[src/rtl/ctlw_pkg.sv]
package ctlw_pkg;
  localparam int unsigned REG_W = 8;
  localparam int unsigned PTR_W = 4;

  typedef enum logic [2:0] {
    PH_IDLE,
    PH_ADDR,
    PH_SUB,
    PH_DATA,
    PH_SKIP
  } phase_t;

  // power-on content of each slot
  function automatic logic [REG_W-1:0] power_on_value(int unsigned idx);
    case (idx)
      0:       return 8'hFF;
      1:       return 8'h7E;
      3:       return 8'h1F;
      4:       return 8'h7E;
      5, 6:    return 8'h58;
      9:       return 8'h06;
      default: return 8'h00;
    endcase
  endfunction

  // slot accepts bus data: inside the bank and not one of the two reserved slots
  function automatic logic slot_writable(logic [PTR_W-1:0] ptr, int unsigned nregs);
    return (32'(ptr) < nregs) && (ptr != 4'd7) && (ptr != 4'd8);
  endfunction

  function automatic logic [PTR_W-1:0] advance_ptr(logic [PTR_W-1:0] ptr, logic inc);
    return inc ? ptr + 4'd1 : ptr;
  endfunction
endpackage

[src/rtl/ctlw_sync.sv]
module ctlw_sync #(
  parameter int unsigned WIDTH  = 2,
  parameter int unsigned STAGES = 2
) (
  input  logic             clk,
  input  logic             rst_n,
  input  logic [WIDTH-1:0] d,
  output logic [WIDTH-1:0] q
);
  logic [WIDTH-1:0] chain [STAGES];

  for (genvar s = 0; s < STAGES; s++) begin : g_stage
    always_ff @(posedge clk or negedge rst_n) begin
      if (!rst_n) chain[s] <= '1;
      else if (s == 0) chain[s] <= d;
      else chain[s] <= chain[(s == 0) ? 0 : s-1];
    end
  end

  assign q = chain[STAGES-1];
endmodule

[src/rtl/ctlw_bus_rx.sv]
module ctlw_bus_rx
  import ctlw_pkg::*;
#(
  parameter logic [6:0]  DEV_ADDR = 7'h40,
  parameter int unsigned NUM_REGS = 10
) (
  input  logic             clk,
  input  logic             rst_n,
  input  logic             scl_s,
  input  logic             sda_s,
  output logic             start_evt,
  output logic             stop_evt,
  output logic             wr_en,
  output logic [PTR_W-1:0] wr_idx,
  output logic [REG_W-1:0] wr_data,
  output logic             sda_pull
);
  logic             scl_q, sda_q;
  logic             scl_rise, scl_fall, byte_done, active;
  logic [3:0]       bit_cnt;
  logic [6:0]       shreg;
  logic [7:0]       rx_byte;
  logic [PTR_W-1:0] ptr;
  logic             inc, ack_ok;
  phase_t           phase;

  assign scl_rise  = scl_s & ~scl_q;
  assign scl_fall  = ~scl_s & scl_q;
  assign start_evt = scl_s & scl_q & sda_q & ~sda_s;
  assign stop_evt  = scl_s & scl_q & ~sda_q & sda_s;
  assign active    = (phase == PH_ADDR) || (phase == PH_SUB) || (phase == PH_DATA);
  assign byte_done = active && scl_rise && (bit_cnt == 4'd7) && !start_evt && !stop_evt;
  assign rx_byte   = {shreg, sda_s};

  assign wr_en   = byte_done && (phase == PH_DATA) && slot_writable(ptr, NUM_REGS);
  assign wr_idx  = ptr;
  assign wr_data = rx_byte;

  always_ff @(posedge clk or negedge rst_n) begin
    if (!rst_n) begin
      scl_q    <= 1'b1;
      sda_q    <= 1'b1;
      phase    <= PH_IDLE;
      bit_cnt  <= '0;
      shreg    <= '0;
      ptr      <= '0;
      inc      <= 1'b0;
      ack_ok   <= 1'b0;
      sda_pull <= 1'b0;
    end else begin
      scl_q <= scl_s;
      sda_q <= sda_s;
      if (start_evt) begin
        phase    <= PH_ADDR;
        bit_cnt  <= '0;
        ack_ok   <= 1'b0;
        sda_pull <= 1'b0;
      end else if (stop_evt) begin
        phase    <= PH_IDLE;
        bit_cnt  <= '0;
        ack_ok   <= 1'b0;
        sda_pull <= 1'b0;
      end else if (active) begin
        if (scl_rise) begin
          if (bit_cnt < 4'd8) shreg <= {shreg[5:0], sda_s};
          if (bit_cnt != 4'd9) bit_cnt <= bit_cnt + 4'd1;
          if (byte_done) begin
            case (phase)
              PH_ADDR: begin
                ack_ok <= (rx_byte == {DEV_ADDR, 1'b0});
                phase  <= (rx_byte == {DEV_ADDR, 1'b0}) ? PH_SUB : PH_SKIP;
              end
              PH_SUB: begin
                ack_ok <= 1'b1;
                inc    <= rx_byte[7];
                ptr    <= rx_byte[PTR_W-1:0];
                phase  <= PH_DATA;
              end
              default: begin
                ack_ok <= 1'b1;
                ptr    <= advance_ptr(ptr, inc);
              end
            endcase
          end
        end else if (scl_fall) begin
          if (bit_cnt == 4'd8) begin
            sda_pull <= ack_ok;
          end else if (bit_cnt == 4'd9) begin
            sda_pull <= 1'b0;
            ack_ok   <= 1'b0;
            bit_cnt  <= '0;
          end
        end
      end
    end
  end
endmodule

[src/rtl/ctlw_regbank.sv]
module ctlw_regbank
  import ctlw_pkg::*;
#(
  parameter int unsigned NUM_REGS = 10
) (
  input  logic                      clk,
  input  logic                      rst_n,
  input  logic                      wr_en,
  input  logic [PTR_W-1:0]          wr_idx,
  input  logic [REG_W-1:0]          wr_data,
  output logic [NUM_REGS*REG_W-1:0] regs_o
);
  for (genvar g = 0; g < NUM_REGS; g++) begin : g_slot
    always_ff @(posedge clk or negedge rst_n) begin
      if (!rst_n) regs_o[g*REG_W +: REG_W] <= power_on_value(g);
      else if (wr_en && (wr_idx == PTR_W'(g))) regs_o[g*REG_W +: REG_W] <= wr_data;
    end
  end
endmodule

[src/rtl/ctlw_ctrl_slave.sv]
module ctlw_ctrl_slave
  import ctlw_pkg::*;
#(
  parameter logic [6:0]  DEV_ADDR    = 7'h40,
  parameter int unsigned NUM_REGS    = 10,
  parameter int unsigned SYNC_STAGES = 2
) (
  input  logic                      clk,
  input  logic                      rst_n,
  input  logic                      scl_in,
  input  logic                      sda_in,
  output logic                      sda_pull,
  output logic [NUM_REGS*REG_W-1:0] regs_o
);
  logic             scl_s, sda_s;
  logic             start_evt, stop_evt, wr_en;
  logic [PTR_W-1:0] wr_idx;
  logic [REG_W-1:0] wr_data;

  ctlw_sync #(.WIDTH(2), .STAGES(SYNC_STAGES)) u_sync (
    .clk(clk), .rst_n(rst_n), .d({scl_in, sda_in}), .q({scl_s, sda_s})
  );

  ctlw_bus_rx #(.DEV_ADDR(DEV_ADDR), .NUM_REGS(NUM_REGS)) u_rx (
    .clk(clk), .rst_n(rst_n), .scl_s(scl_s), .sda_s(sda_s),
    .start_evt(start_evt), .stop_evt(stop_evt), .wr_en(wr_en),
    .wr_idx(wr_idx), .wr_data(wr_data), .sda_pull(sda_pull)
  );

  ctlw_regbank #(.NUM_REGS(NUM_REGS)) u_bank (
    .clk(clk), .rst_n(rst_n), .wr_en(wr_en), .wr_idx(wr_idx),
    .wr_data(wr_data), .regs_o(regs_o)
  );
endmodule

[config.mk]
export PLATFORM = sky130hd
export DESIGN_NAME = ctlw_ctrl_slave
export DESIGN_NICKNAME = d
export VERILOG_FILES = /design/src/rtl/ctlw_pkg.sv /design/src/rtl/ctlw_sync.sv /design/src/rtl/ctlw_bus_rx.sv /design/src/rtl/ctlw_regbank.sv /design/src/rtl/ctlw_ctrl_slave.sv
export SDC_FILE = /design/constraint.sdc
export NUM_CORES = 1
export LEC_CHECK = 0
export ABC_CLOCK_PERIOD_IN_PS = 2850
export BUFFER_PORTS_ARGS = -buffer_cell sky130_fd_sc_hd__buf_2
export CELL_PAD_IN_SITES_DETAIL_PLACEMENT = 1
export CELL_PAD_IN_SITES_GLOBAL_PLACEMENT = 1
export CORE_UTILIZATION = 28
export CTS_CLUSTER_SIZE = 40
export DETAILED_ROUTE_END_ITERATION = 10
export GPL_ROUTABILITY_DRIVEN = 0
export PLACE_DENSITY_LB_ADDON = 0.1
export REMOVE_ABC_BUFFERS = 1
export SLEW_MARGIN = 20
export SYNTH_ARGS = -nofsm -noshare
export SYNTH_HDL_FRONTEND = slang
export SYNTH_HIERARCHICAL = 1
export SYNTH_SLANG_ARGS = --single-unit
[constraint.sdc]
create_clock -name clk -period 2.85 [get_ports clk]
set_input_delay 0.1425 -clock clk [delete_from_list [all_inputs] [get_ports clk]]
set_output_delay 0.1425 -clock clk [all_outputs]
set_load 0.005 [all_outputs]
==> results of run 1 <==
## cell type report
class,count,area [sq um]
clock buffers,11,243
well taps,216,270
inverters,10,37.5
clock inverters,5,46.3
fillers,1704,10300
multi-input cells,192,1810
flip-flops and latches,107,2730
repair buffers,111,633
## where the power goes
| part | internal [uW] | leakage [uW] | total (uW) | switching, uW |
|---|---|---|---|---|
| clock | 632 | 0.000142 | 1230 | 595 |
| sequential | 1580 | 0.00134 | 1650 | 61.9 |
| combinational | 164 | 0.00147 | 517 | 354 |
## critical path, delay by kind of cell, from the launching register on
| kind | cells | cell delay, ns |
|---|---|---|
| buffers and inverters | 1 | 0.23 |
| adders and majority gates | 1 | 0.17 |
| AOI/OAI and AO/OA | 1 | 0.26 |
| DFF | 1 | 0.56 |
| and+or+nand+nor | 3 | 1.00 |
| muxes | 1 | 0.34 |
## stage by stage
stage	TNS, ns	total power, uW	std cells	cell area, sq um	util, %
CTS	0	3480	652	5750	35.8
global route	0	3570	652	5770	35.9
finish	0	3390	652	5770	35.9
global placement	0	2200	633	5430	33.8
floorplan	-2.29	1870	309	4550	-
detailed placement	0	2210	633	5430	33.8
## registers in the layout, summed over array words and instances (netlist names), 2 cells and up
signal	flops
u_rx/shreg	7
u_bank/regs_o	80
u_sync/chain	2
u_rx/wr_idx	4
u_sync/q	2
u_rx/phase	3
u_rx/bit_cnt	4
## layer usage
layer	part of all wire (%)	GRT usage, %
met4	1.6	6.49
met1	48	20.9
met2	47	22.7
met3	3.5	2.52
met5	0	0
## worst paths after layout
path                                          end  slack, ns  depth (start not counted)
min in group asynchronous       u_bank/regs_o[64]       0.38                          2
worst min register to register        u_sync/q[1]       0.36                          0
max in group asynchronous              u_rx/sda_q       1.67                          3
worst max-delay path            u_bank/regs_o[72]       0.17                          7
worst min-delay path                  u_sync/q[1]       0.36                          0
worst max register to register  u_bank/regs_o[72]       0.17                          7
## repair_timing
item	4_1_cts	5_1_grt
buffers inserted	0	0
endpoints found under the hold margin	33	0
hold buffers	3	0
resized for setup	0	3
endpoints found under the setup margin	0	18
==> results.sh, run 1 <==
export IMPL_clock_latency_ns=0.35
export IMPL_grt_pass1_wl_microns=18700
export IMPL_cts_root_buf="clkbuf_16"
export IMPL_peakVddDrop_mv=0.272
export IMPL_numCtsBuffers=9
export IMPL_worstPathMaxFanout=7
export IMPL_period_minus_slack_ns=2.68
export IMPL_syn_area_sq_um=4650
export IMPL_maxCapViolCount=0
export IMPL_drt_pass1_iter_count=4
export IMPL_grt_overflow=0
export IMPL_syn2layout_area_growth_pct=24.2
export IMPL_grt_max_degree=54
export IMPL_r2r_start="u_sync/q[1]"
export IMPL_avgSynthCellArea_sq_um=14.2
export IMPL_drv_slew=0
export IMPL_min_from="u_sync/chain[3]"
export IMPL_crit_chain="ha_1, nand4b_1, a211oi_2, and4_1, nor4bb_4, buf_4, mux2_2"
export IMPL_hold_viol_final=0
export IMPL_pin_count=85
export IMPL_cts_tree="yes"
export IMPL_finalNetCount=443
export IMPL_num_rows=46
export IMPL_hp_class="reg2reg"
export IMPL_port_buffers=84
export IMPL_fp_dieW_microns=131
export IMPL_syn_inst=327
export IMPL_relSlewSlack_pct=50.7
export IMPL_clock_sinks=107
export IMPL_htreeDepth=3
export IMPL_startpoint_type="flip-flop"
export IMPL_ant_nets=0
export IMPL_viasPerCell=4.62
export IMPL_crit_required_ns=3.09
export IMPL_antenna_found_initial=0
export IMPL_synth_warning_count=6
export IMPL_slowest_stage="dfstp_2"
export IMPL_layout_drive_gt1_share_pct=60.8
export IMPL_cp_startpoint="u_sync/q[1]"
export IMPL_drc=0
export IMPL_setup_viol=0
export IMPL_crit_arrival_ns=2.92
export IMPL_tightest_slew_ns=0.737
export IMPL_wl_per_cell_microns=17.9
export IMPL_path_class="reg2reg"
export IMPL_track_usage_pct=14.9
export IMPL_fmax_ghz=0.373
export IMPL_rsz0062_at_grt="false"
export IMPL_end_kind="flip-flop"
export IMPL_diodes=0
export IMPL_status="complete, no violations"
export IMPL_slowest_delay_ns=0.56
export IMPL_via_count=3009
export IMPL_layout_common_cells="buf_2 (83), mux2_2 (79), dfrtp_1 (68), dfstp_2 (39), buf_4 (25)"
export IMPL_dr_first_iter_drc_count=96
export IMPL_worst_hold_slack_ns=0.359
export IMPL_skew_ns=0.00940
export IMPL_dieArea_sq_um=17100
export IMPL_power_leakage_uw=0.00295
export IMPL_grt_pass1_vias=3121
export IMPL_path_clk_slew_ns=0.07
export IMPL_power_density_nw_per_um2=588
export IMPL_pre_cts_ws_ns=0.0675
export IMPL_drt_total_wl_microns=11700
export IMPL_core_sq_um=16100
export IMPL_period_share_pct=94.1
export IMPL_start_util_pct=28.9
export IMPL_hpwl_microns=8080
export IMPL_layout_commonest_cell="buf_2"
export IMPL_cts_path_max_buffers=2
export IMPL_fp_dieH_microns=131
export IMPL_fin_ws_ns=0.167
Power figures use the tool's default switching activity.
==> run 2, diff against run 1 <==
- CORE_UTILIZATION: 28 -> 41
- SYNTH_HIERARCHICAL: 1 -> default
==> run 2 against run 1 <==
  * Final area shrank 4.9%
  * Largest cell class unchanged
  * Setup slack gained 0.34 ns
  * Critical path depth shrank 1
  * Clock skew shrank 0.0050 ns
  * Combinational power shrank 62%
  * Clock-buffer cell count is the same
  * Fmax grew 15%
  * Sequential power grew 8%
  * Area after synthesis shrank 0.24%
  * Critical path type unchanged
==> results.sh, run 2 <==
export IMPL_end_kind="flip-flop"
export IMPL_top_regs="u_bank.regs_o: 80 flops, u_rx.shreg: 7 flops"
export IMPL_status="complete, no violations"
export IMPL_synth_area_leaders="dfrtp_1 (37%), dfstp_2 (22%), mux2_2 (17%), nand3_4 (3.0%), ha_1 (2.7%)"
export IMPL_globalRouteMet2Util_pct=26.8
export IMPL_synth_most_common_cell="mux2_2"
export IMPL_synth_top_cell_area_share_pct=36.7
export IMPL_dr_first_iter_drc_count=78
export IMPL_yosys_area_share_simple_pct=11.4
export IMPL_path_class="reg2reg"
export IMPL_startpoint_type="flip-flop"
export IMPL_clock_latency_ns=0.34
export IMPL_hp_class="reg2reg"
export IMPL_grt_overflow=0
export IMPL_avgSynthCellArea_sq_um=13.8
export IMPL_syn_area_sq_um=4630
export IMPL_hold_viol_final=0
export IMPL_top_usage_layer="met1"
export IMPL_worstPathMaxFanout=11
export IMPL_largest_reg_flops=80
export IMPL_synth_seq_area_share_pct=58.8
export IMPL_synth_warning_count=0
export IMPL_post_cts_buffers=0
export IMPL_num_rows=38
export IMPL_drt_pass1_iter_count=4
export IMPL_period_share_pct=82.2
export IMPL_dieArea_sq_um=11700
export IMPL_r2r_worst_path_cells=6
export IMPL_maxCapViolCount=0
export IMPL_synth_compound_area_share_pct=4.35
export IMPL_synth_area_mux_share_pct=18.4
export IMPL_grt_max_degree=56
export IMPL_largest_register="u_bank.regs_o"
export IMPL_viasPerCell=5.07
export IMPL_syn2layout_area_growth_pct=18.3
export IMPL_synth_top_area_cell="dfrtp_1"
export IMPL_synthDistinctLibCells=46
export IMPL_cts_tree="yes"
export IMPL_async_flop_share_pct=100
export IMPL_cp_startpoint="u_sync.q[1]"
export IMPL_htreeDepth=3
export IMPL_synth_common_cells="mux2_2 (72), dfrtp_1 (68), dfstp_2 (39), clkbuf_1 (25)"
export IMPL_start_util_pct=42.4
export IMPL_hpwl_microns=6590
export IMPL_synth_seq_cells=107
export IMPL_cts_path_max_buffers=2
export IMPL_layout_drive_gt1_share_pct=55.7
export IMPL_drv_slew=0
export IMPL_via_count=2786
export IMPL_fmax_ghz=0.427
export IMPL_path_clk_slew_ns=0.07
export IMPL_cts_root_buf="clkbuf_16"
export IMPL_numCtsBuffers=9
export IMPL_final_cells=549
export IMPL_synth_fa_ha_area_share_pct=2.70
export IMPL_fin_area_sq_um=5480
export IMPL_synth_edf_count=0
export IMPL_diodes=0
export IMPL_synth_xor_area_share_pct=0.378
export IMPL_pin_count=85
export IMPL_fp_dieW_microns=108
export IMPL_ant_nets=0
export IMPL_track_usage_pct=18.5
export IMPL_setup_tns_ns=0
export IMPL_fp_dieH_microns=108
export IMPL_postPlaceCellArea_sq_um=5130
export IMPL_skew_ns=0.00439
export IMPL_grt_pass1_wl_microns=16000
export IMPL_finalNetCount=418
export IMPL_crit_arrival_ns=2.57
export IMPL_power_leakage_uw=0.00269
export IMPL_timing_rr_end="u_bank.regs_o[31]"
export IMPL_layout_commonest_cell="buf_2"
export IMPL_antenna_found_initial=0
export IMPL_synthFlopType="dfrtp_1"
export IMPL_port_buffers=84
export IMPL_setup_viol=0
export IMPL_power_density_nw_per_um2=609
export IMPL_dp_cells=530
export IMPL_grt_pass1_vias=2891
export IMPL_tightest_slew_ns=0.847
export IMPL_wl_per_cell_microns=17.9
export IMPL_rsz0062_at_grt="false"
export IMPL_synth_top_family_by_area="multiplexers"
export IMPL_period_minus_slack_ns=2.34
export IMPL_drt_total_wl_microns=9810
export IMPL_clock_sinks=107
export IMPL_r2r_slack_ns=0.51
export IMPL_syn_inst=335
export IMPL_relSlewSlack_pct=43.4
export IMPL_layout_common_cells="buf_2 (83), mux2_2 (72), dfrtp_1 (68), dfstp_2 (39)"
export IMPL_crit_required_ns=3.08
export IMPL_drc=0
export IMPL_grtUsageMet3_pct=3.38
export IMPL_r2r_start="u_sync.q[1]"
export IMPL_core_sq_um=10900
export IMPL_grtUsageMet1_pct=27.5
export IMPL_crit_end="u_bank.regs_o[31]"
export IMPL_peakVddDrop_mv=0.289
[run 2: kinds of logic after synthesis]
| kind of cell | Yosys count |
|---|---|
| buffers and inverters | 43 |
| AOI/OAI and AO/OA | 31 |
| DFF | 107 |
| adders and majority gates | 10 |
| muxes | 76 |
| and+or+nand+nor | 66 |
| xor gates and xnor gates | 2 |
[run 2: worst min path at each step]
stage / from / endpoint / slack, ns / depth (start not counted)
after floorplan: rst_n / u_bank.regs_o[15] / -0.15 / 0
after global placement: rst_n / u_rx.bit_cnt[0] / 0.22 / 1
after detailed placement: rst_n / u_rx.bit_cnt[0] / 0.23 / 1
after CTS: u_sync.chain[2] / u_sync.q[0] / 0.36 / 0
after global routing: u_sync.chain[2] / u_sync.q[0] / 0.36 / 0
final: u_sync.chain[2] / u_sync.q[0] / 0.36 / 0
[run 2: stage by stage]
step | worst slack (ns) | total power (uW) | utilization, % | hold slack, ns
6_report | 0.508 | 3340 | 50.1 | 0.356
5_1_grt | 0.309 | 3480 | 50.1 | 0.364
4_1_cts | 0.479 | 3390 | 50.1 | 0.357
3_5_place_dp | 0.488 | 2020 | 46.9 | 0.226
3_3_place_gp | 0.555 | 2010 | 46.9 | 0.222
2_1_floorplan | 0.335 | 1830 | - | -0.153
[run 2: area by class of cell]
type,instances,area (sq um)
Timing Repair Buffer,91,495
Fill cell,1142,5450
Sequential cell,107,2730
Clock buffer,11,243
Tap cell,140,175
Clock inverter,5,83.8
Inverter,10,37.5
Multi-Input combinational cell,185,1720
[run 2: power by group]
group | total [uW] | switching, uW | internal, uW
Sequential | 1790 | 215 | 1580
Clock | 1350 | 549 | 801
Combinational | 197 | 104 | 92.8
Total | 3340 | 868 | 2470
[run 2: what timing repair did]
item,in CTS,in global routing
endpoints found under the hold margin,44,0
setup endpoints to repair,0,0
resized for setup,0,0
hold buffers,3,0
[run 2: worst max-delay path: stages, from the launching register on]
cell and delay (ns):
dfstp_2 0.56, ha_1 0.38, nand2_1 0.18, nor4b_4 0.29, buf_4 0.29, nand3_4 0.19
mux2_2 0.34
[run 2: layer usage]
layer | part of all wire (%) | vias to the layer above | wire length [microns]
li1 | - | 1302 | -
met1 | 49 | 1425 | 4830
met2 | 46 | 47 | 4510
met3 | 3.3 | 12 | 325
met4 | 1.4 | 0 | 141
met5 | 0 | - | 0
